==> config.mk <==
export PLATFORM = sky130hd
export DESIGN_NAME = rwc_window_timer
export DESIGN_NICKNAME = d
export VERILOG_FILES = /design/src/rtl/rwc_pkg.sv /design/src/rtl/rwc_window_timer.sv
export SDC_FILE = /design/constraint.sdc
export NUM_CORES = 1
export LEC_CHECK = 0
export ABC_AREA = 1
export BUFFER_PORTS_ARGS = -buffer_cell sky130_fd_sc_hd__buf_2
export CORE_AREA = 3 3 40 42
export CTS_BUF_LIST = sky130_fd_sc_hd__clkbuf_4
export DETAILED_ROUTE_END_ITERATION = 8
export DIE_AREA = 0 0 43 45
export PLACE_DENSITY = 0.47
export SLEW_MARGIN = 40
export SYNTH_ARGS = -nofsm -noshare
export SYNTH_HDL_FRONTEND = slang
export SYNTH_SLANG_ARGS = --single-unit
==> constraint.sdc <==
create_clock -name clk -period 2.3 [get_ports clk]
set_input_delay 0.345 -clock clk [delete_from_list [all_inputs] [get_ports clk]]
set_output_delay 0.345 -clock clk [all_outputs]
set_load 0.03 [all_outputs]
==> src/rtl/rwc_pkg.sv <==
package rwc_pkg;

  // Outcome of evaluating one sampling edge against the open window
  typedef enum logic [1:0] {
    VERD_NONE  = 2'd0,  // nothing decided at this edge
    VERD_OK    = 2'd1,  // response inside window
    VERD_EARLY = 2'd2,  // response before minimum delay
    VERD_LATE  = 2'd3   // maximum delay reached with no response
  } verdict_t;

  function automatic bit verdict_is_error(verdict_t v);
    return (v == VERD_EARLY) || (v == VERD_LATE);
  endfunction

endpackage

==> src/rtl/rwc_window_timer.sv <==
module rwc_window_timer
  import rwc_pkg::*;
#(
  parameter int MIN_CYC = 1,
  parameter int MAX_CYC = 5
) (
  input  logic     clk,
  input  logic     rst_n,
  input  logic     open_req,
  input  logic     resp,
  output verdict_t verdict
);

  localparam int CW = (MAX_CYC < 2) ? 1 : $clog2(MAX_CYC + 1);
  localparam logic [CW:0] MIN_V = (CW + 1)'(MIN_CYC);
  localparam logic [CW:0] MAX_V = (CW + 1)'(MAX_CYC);

  logic          win_open;
  logic [CW-1:0] elapsed_q;
  logic [CW:0]   edge_no;

  // number of this edge counted from the opening edge
  assign edge_no = {1'b0, elapsed_q} + (CW + 1)'(1);

  always_comb begin
    verdict = VERD_NONE;
    if (!open_req && win_open) begin
      if (resp)                 verdict = (edge_no < MIN_V) ? VERD_EARLY : VERD_OK;
      else if (edge_no == MAX_V) verdict = VERD_LATE;
    end
  end

  always_ff @(posedge clk or negedge rst_n) begin
    if (!rst_n) begin
      win_open  <= 1'b0;
      elapsed_q <= '0;
    end else if (open_req) begin
      win_open  <= 1'b1;
      elapsed_q <= '0;
    end else if (verdict != VERD_NONE) begin
      win_open  <= 1'b0;
      elapsed_q <= '0;
    end else if (win_open) begin
      elapsed_q <= edge_no[CW-1:0];
    end
  end


  restart_zero_chk: assert property (@(posedge clk) disable iff (!rst_n)
    open_req |=> (win_open && elapsed_q == '0));


  count_bound_chk: assert property (@(posedge clk) disable iff (!rst_n)
    win_open |-> ({1'b0, elapsed_q} < MAX_V));

endmodule

==> flow_summary.toml, run 1 <==
[flow_run]
cap_violations = 0

[final_layout]
fin_util_pct = 27.9
fillCellCount = 138
regArea_um2 = 100
layout_common_cells = "9 x nand2_1, 7 x inv_1, 5 x nor2_1, 5 x buf_2"
layout_commonest_cell = "nand2_1"
area_growth_pct = 27.0
multi_input_area_um2 = 156
final_nets = 56
antenna_cells = 0
drive_gt1_share_pct = 25.5

[yosys]
synthSimpleGateAreaFrac_pct = 39.4
synth_top_family_by_area = "simple AND/OR/NAND/NOR gates"
postSynthAreaPerCell_um2 = 7.44
synth_fa_ha_area_share_pct = 13.3
ys_top_cells_by_area = "dfrtp_1 35%, ha_1 13%, nand2_1 12%"
yosysTopAreaCell = "dfrtp_1"
yosysWarnings = 0
ys_ff_latch = 4
syn_inst = 38
seq_area_frac_synth_pct = 35.4
synth_top_area_share_pct = 35.4
synth_fp_nets = 45
synthXorXnorAreaFrac_pct = 0
muxShareOfSynthArea_pct = 0
synth-compound-area-share_pct = 2.65
synth_cell_type_count = 10
netlist_area_um2 = 283

[min_path]
hold_class = "in2reg"

[route]
vias_per_cell = 4.08
vias = 253
first_pass_iters = 4
wl_per_cell_um = 7.48
drc_errors = 0
route.antenna.remaining_nets = 0
drt-total-wl_um = 464
drt_iter0_markers = 7

[setup_path]
cpMostUsedCell = "nand2_2"
crit_path_top_delay_cell = "dfrtp_1"
required_ps = 1960
end_kind = "output port"
slowest_delay_ps = 410
worstPathMaxFanout = 5
crit_type = "reg2out"
arrival_ps = 1570
path_cells = "ha_1 > inv_1 > nand2_1 > nand2_2 > nand3_2 > nand2_2 > nand2_2 > nor2_1 > buf_2"
start_kind = "register"

[global_routing]
grt_usage_pct = 6.61
use_met2_pct = 8.98
global_route.usage.met3_pct = 2.39
antenna_found_initial = 0
grt_max_degree = 6
grt_pass1_wl_um = 876
busiest_layer = "met2"
grt.overflow.total = 0
grt.met1_usage_pct = 7.58
grt_pass1_vias = 227

[place]
dp_slack_ps = 621
io_buffers = 5
hpwl_um = 387
gp_congestion = 0.688

[clock_tree]
path_clk_slew_ps = 40
htree_levels = 1
clock_latency_ps = 230
cts_setup_buffers = 0
cts_buffers = 3
cts-root-buf = "clkbuf_4"
clkSinkCount = 4
cts_tree = "yes"
cts_buffer_depth = 2

[sta]
fin_setup_tns_ps = 0
clock_skew_ps = 0.910
whs_ps = 367
hold_violations = 0
slew_viol_final = 0
layout_setup_ws_ps = 389
relSlewSlack_pct = 83.0
rsz0062_at_grt = "no"
finalSetupViolCount = 0
max_freq_mhz = 523
fin_crit_sh_pct = 83.1
period_minus_slack_ps = 1910
worstMarginPinSlew_ps = 254

[pwr]
powerDensity_nw_per_um2 = 517
p_clk_share_pct = 44.9
power.share.sequential_pct = 41.4
p_int_mw = 0.142
p_leak_nw = 0.198
p_sw_mw = 0.0438
switching_share_pct = 23.6
irDropWorstVdd_uv = 244
power.share.combinational_pct = 13.7

[floorplan]
start_util_pct = 22.0
num_rows = 13
die_y_um = 45
core_area_um2 = 1280
ioPinCount = 6
die-width_um = 43
die-area_um2 = 1940

[outcome]
run_status = "finished clean"
## per-layer routing
layer | vias up | wire, µm
met3 | 2 | 11
met4 | 0 | 17
met1 | 105 | 221
met5 | - | 0
met2 | 7 | 215
li1 | 139 | -
## layout make-up
cell class,count,share of cell area (%)
timing repair buffer,6,9.76
clock buffer,3,6.27
tap,15,5.23
sequential,4,27.9
inverter,7,7.32
multi-input combinational,27,43.6
## final timing paths
path,startpoint,to,slack (ps),cells past startpoint
max reg2reg,elapsed_q[0],win_open,1100,7
min reg2reg,win_open,elapsed_q[2],540,3
min in group asynchronous,rst_n,elapsed_q[0],440,2
min,open_req,win_open,370,2
max in group asynchronous,rst_n,win_open,1740,2
max,elapsed_q[0],verdict[0],390,9
## sequential cells by signal, summed over array words and instances (netlist names)
name	count
win_open	1
elapsed_q	3
## stage by stage
| stage | total power [mW] | cells | cell area [µm²] |
|---|---|---|---|
| after global routing | 0.203 | 62 | 359 |
| after global placement | 0.102 | 58 | 327 |
| after CTS | 0.191 | 62 | 359 |
| after floorplan | 0.0938 | 38 | 283 |
| after detailed placement | 0.102 | 58 | 327 |
| final | 0.186 | 62 | 359 |
## kinds of logic after synthesis
family          count (synthesis)
compound gates                  1
fa+ha+maj                       3
buf+inv                         7
flops                           4
simple gates                   23
## critical path, delay by kind of cell (launching register included)
family	cells	cell delay (ps)
simple gates	6	470
flops	1	410
buf+inv	2	250
fa+ha+maj	1	220
## power groups by stage
stage | Sequential, mW | Clock (mW) | Combinational, mW
floorplan | 0.0772 | 0 | 0.0166
global placement | 0.0775 | 0 | 0.0249
detailed placement | 0.0777 | 0 | 0.0245
CTS | 0.0769 | 0.0885 | 0.0258
global route | 0.0778 | 0.0955 | 0.0294
finish | 0.0769 | 0.0832 | 0.0254
## timing repair
action                                 CTS  global route
resized for setup                        0             0
hold buffers                             1             0
endpoints found under the hold margin    4             0
## cell usage after synthesis
cell      count
nand2_2       3
nand3_1       1
nand4_1       4
nand3_2       1
inv_1         7
nand2_1       9
dfrtp_1       4
o21bai_1      1
nor2_1        5
ha_1          3
(Power assumes the default switching activity.)
==> run 2: changes to the inputs <==
--- a/config.mk
+++ b/config.mk
@@ -11,7 +11,7 @@
 export CTS_BUF_LIST = sky130_fd_sc_hd__clkbuf_4
 export DETAILED_ROUTE_END_ITERATION = 8
 export DIE_AREA = 0 0 43 45
-export PLACE_DENSITY = 0.47
+export PLACE_DENSITY = 0.48
 export SLEW_MARGIN = 40
 export SYNTH_ARGS = -nofsm -noshare
 export SYNTH_HDL_FRONTEND = slang
==> constraint.sdc (replaced) <==
create_clock -name clk -period 1.6 [get_ports clk]
set_input_delay 0.24 -clock clk [delete_from_list [all_inputs] [get_ports clk]]
set_output_delay 0.24 -clock clk [all_outputs]
set_load 0.03 [all_outputs]
==> flow_summary.toml, run 2 (synthesis gave the netlist of run 1 again) <==
[final_layout]
final_nets = 61
largest_reg_flops = 3
instances_no_fill = 67
drive_gt1_share_pct = 44.2
regMostFlops = "elapsed_q"
fillCellCount = 142
area_growth_pct = 46.9
layout_common_cells = "8 x nand2_1, 6 x buf_4, 5 x inv_1"
top_regs = "elapsed_q: 3 flops, win_open: 1 flops"
layout_commonest_cell = "nand2_1"
antenna_cells = 0

[pwr]
p_int_mw = 0.212
p_leak_nw = 0.221
powerDensity_nw_per_um2 = 668
p_sw_mw = 0.0657
power_mw = 0.277
switching_share_pct = 23.7
irDropWorstVdd_uv = 352
power.share.combinational_pct = 17.9
power.share.sequential_pct = 39.2
p_clk_share_pct = 42.9

[setup_path]
arrival_ps = 1440
reg2reg_to = "elapsed_q[0]"
r2r_cells = 7
required_ps = 1360
start_kind = "register"
worstPathMaxFanout = 4
crit_path_end = "verdict[1]"
end_kind = "output port"
cp-startpoint = "elapsed_q[0]"
r2r-start = "elapsed_q[0]"
regToRegSetupSlack_ps = 370
crit_type = "reg2out"

[place]
dp_cells = 60
io_buffers = 5
gp_congestion = 0.646
dp_slack_ps = 65.0
hpwl_um = 439

[clock_tree]
clock_latency_ps = 230
cts_buffer_depth = 2
clkSinkCount = 4
cts-root-buf = "clkbuf_4"
htree_levels = 1
cts_tree = "yes"
cts_buffers = 3
path_clk_slew_ps = 30

[sta]
period_minus_slack_ps = 1680
worstMarginPinSlew_ps = 263
layout_setup_ws_ps = -79.7
slew_viol_final = 0
relSlewSlack_pct = 82.4
clock_skew_ps = 0.785
whs_ps = 253
rsz0062_at_grt = "yes"
finalSetupViolCount = 2
max_freq_mhz = 595
fin_crit_sh_pct = 105
hold_violations = 0

[global_routing]
grt_max_degree = 6
grt.overflow.total = 0
grt_usage_pct = 6.60
grt_pass1_vias = 257
grt_pass1_wl_um = 952
antenna_found_initial = 0

[min_path]
min_from = "open_req"
hold_class = "in2reg"

[route]
wl_per_cell_um = 8.31
drt_iter0_markers = 3
drt-total-wl_um = 557
first_pass_iters = 2
vias_per_cell = 4.12
route.antenna.remaining_nets = 0
vias = 276
drc_errors = 0

[floorplan]
core_area_um2 = 1280
num_rows = 13
die_y_um = 45
ioPinCount = 6
die-width_um = 43
start_util_pct = 22.0
die-area_um2 = 1940

[outcome]
violations = "negative setup slack"
run_status = "finished, violations left"

[flow_run]
cap_violations = 0
[run 2: cell count changes in the layout (fill, tap and decap cells not counted), moves of 2 or more]
cell   previous run  this run
buf_4             0         6
inv_1             7         5
buf_2             5         3
ha_1              3         1
ha_2              0         2
inv_2             0         2
[run 2: worst max-delay path, stage by stage (launching register included)]
cell and delay [ps]:
dfrtp_1 370, buf_4 160, inv_2 60, ha_2 160
nand3_2 80, nand2_2 80, nand2_2 50, nor2_1 90
buf_4 160
[run 2: how the worst min path moves through the flow]
stage / endpoint / slack, ps / depth (start not counted)
global placement: win_open / 50 / 1
CTS: win_open / 240 / 2
floorplan: elapsed_q[0] / -60 / 0
detailed placement: win_open / 50 / 1
finish: win_open / 250 / 2
global route: win_open / 250 / 2
[run 2: what timing repair did]
action | in CTS | in global routing
resized for setup | 7 | 2
endpoints found under the setup margin | 2 | 2
pin swaps | 3 | 3
buffers inserted | 3 | 0
hold buffers | 1 | 0
hold endpoints to repair | 4 | 0
[run 2: per-stage QoR]
stage | TNS, ps | area, µm² | util, %
floorplan | -95.0 | 283 | -
global placement | 0 | 342 | 26.6
detailed placement | 0 | 342 | 26.6
CTS | -180 | 409 | 31.8
global route | -339 | 415 | 32.3
finish | -142 | 415 | 32.3
[run 2: power by group through the flow]
stage	clock network [mW]	registers (mW)	logic [mW]
2_1_floorplan	0	0.111	0.0239
3_3_place_gp	0	0.110	0.0409
3_5_place_dp	0	0.110	0.0413
4_1_cts	0.126	0.109	0.0484
5_1_grt	0.127	0.109	0.0563
6_report	0.119	0.109	0.0496
[run 2: cell type report]
cell class | instances | area (µm²) | share of cell area [%]
timing repair buffer | 11 | 81.3 | 19.6
sequential | 4 | 100 | 24.1
inverter | 7 | 26.3 | 6.33
multi-input combinational | 27 | 166 | 40.1
tap | 15 | 18.8 | 4.52
clock buffer | 3 | 22.5 | 5.42
[run 2: per-layer routing]
layer / wire length, µm / vias to the layer above / GRT usage (%) / part of all wire (%)
met3: 5 / 0 / 0 / 0.90
li1: - / 148 / - / -
met5: 0 / - / 0 / 0
met4: 0 / 0 / 5.42 / 0
met2: 314 / 1 / 11.1 / 56
met1: 237 / 127 / 8.03 / 43
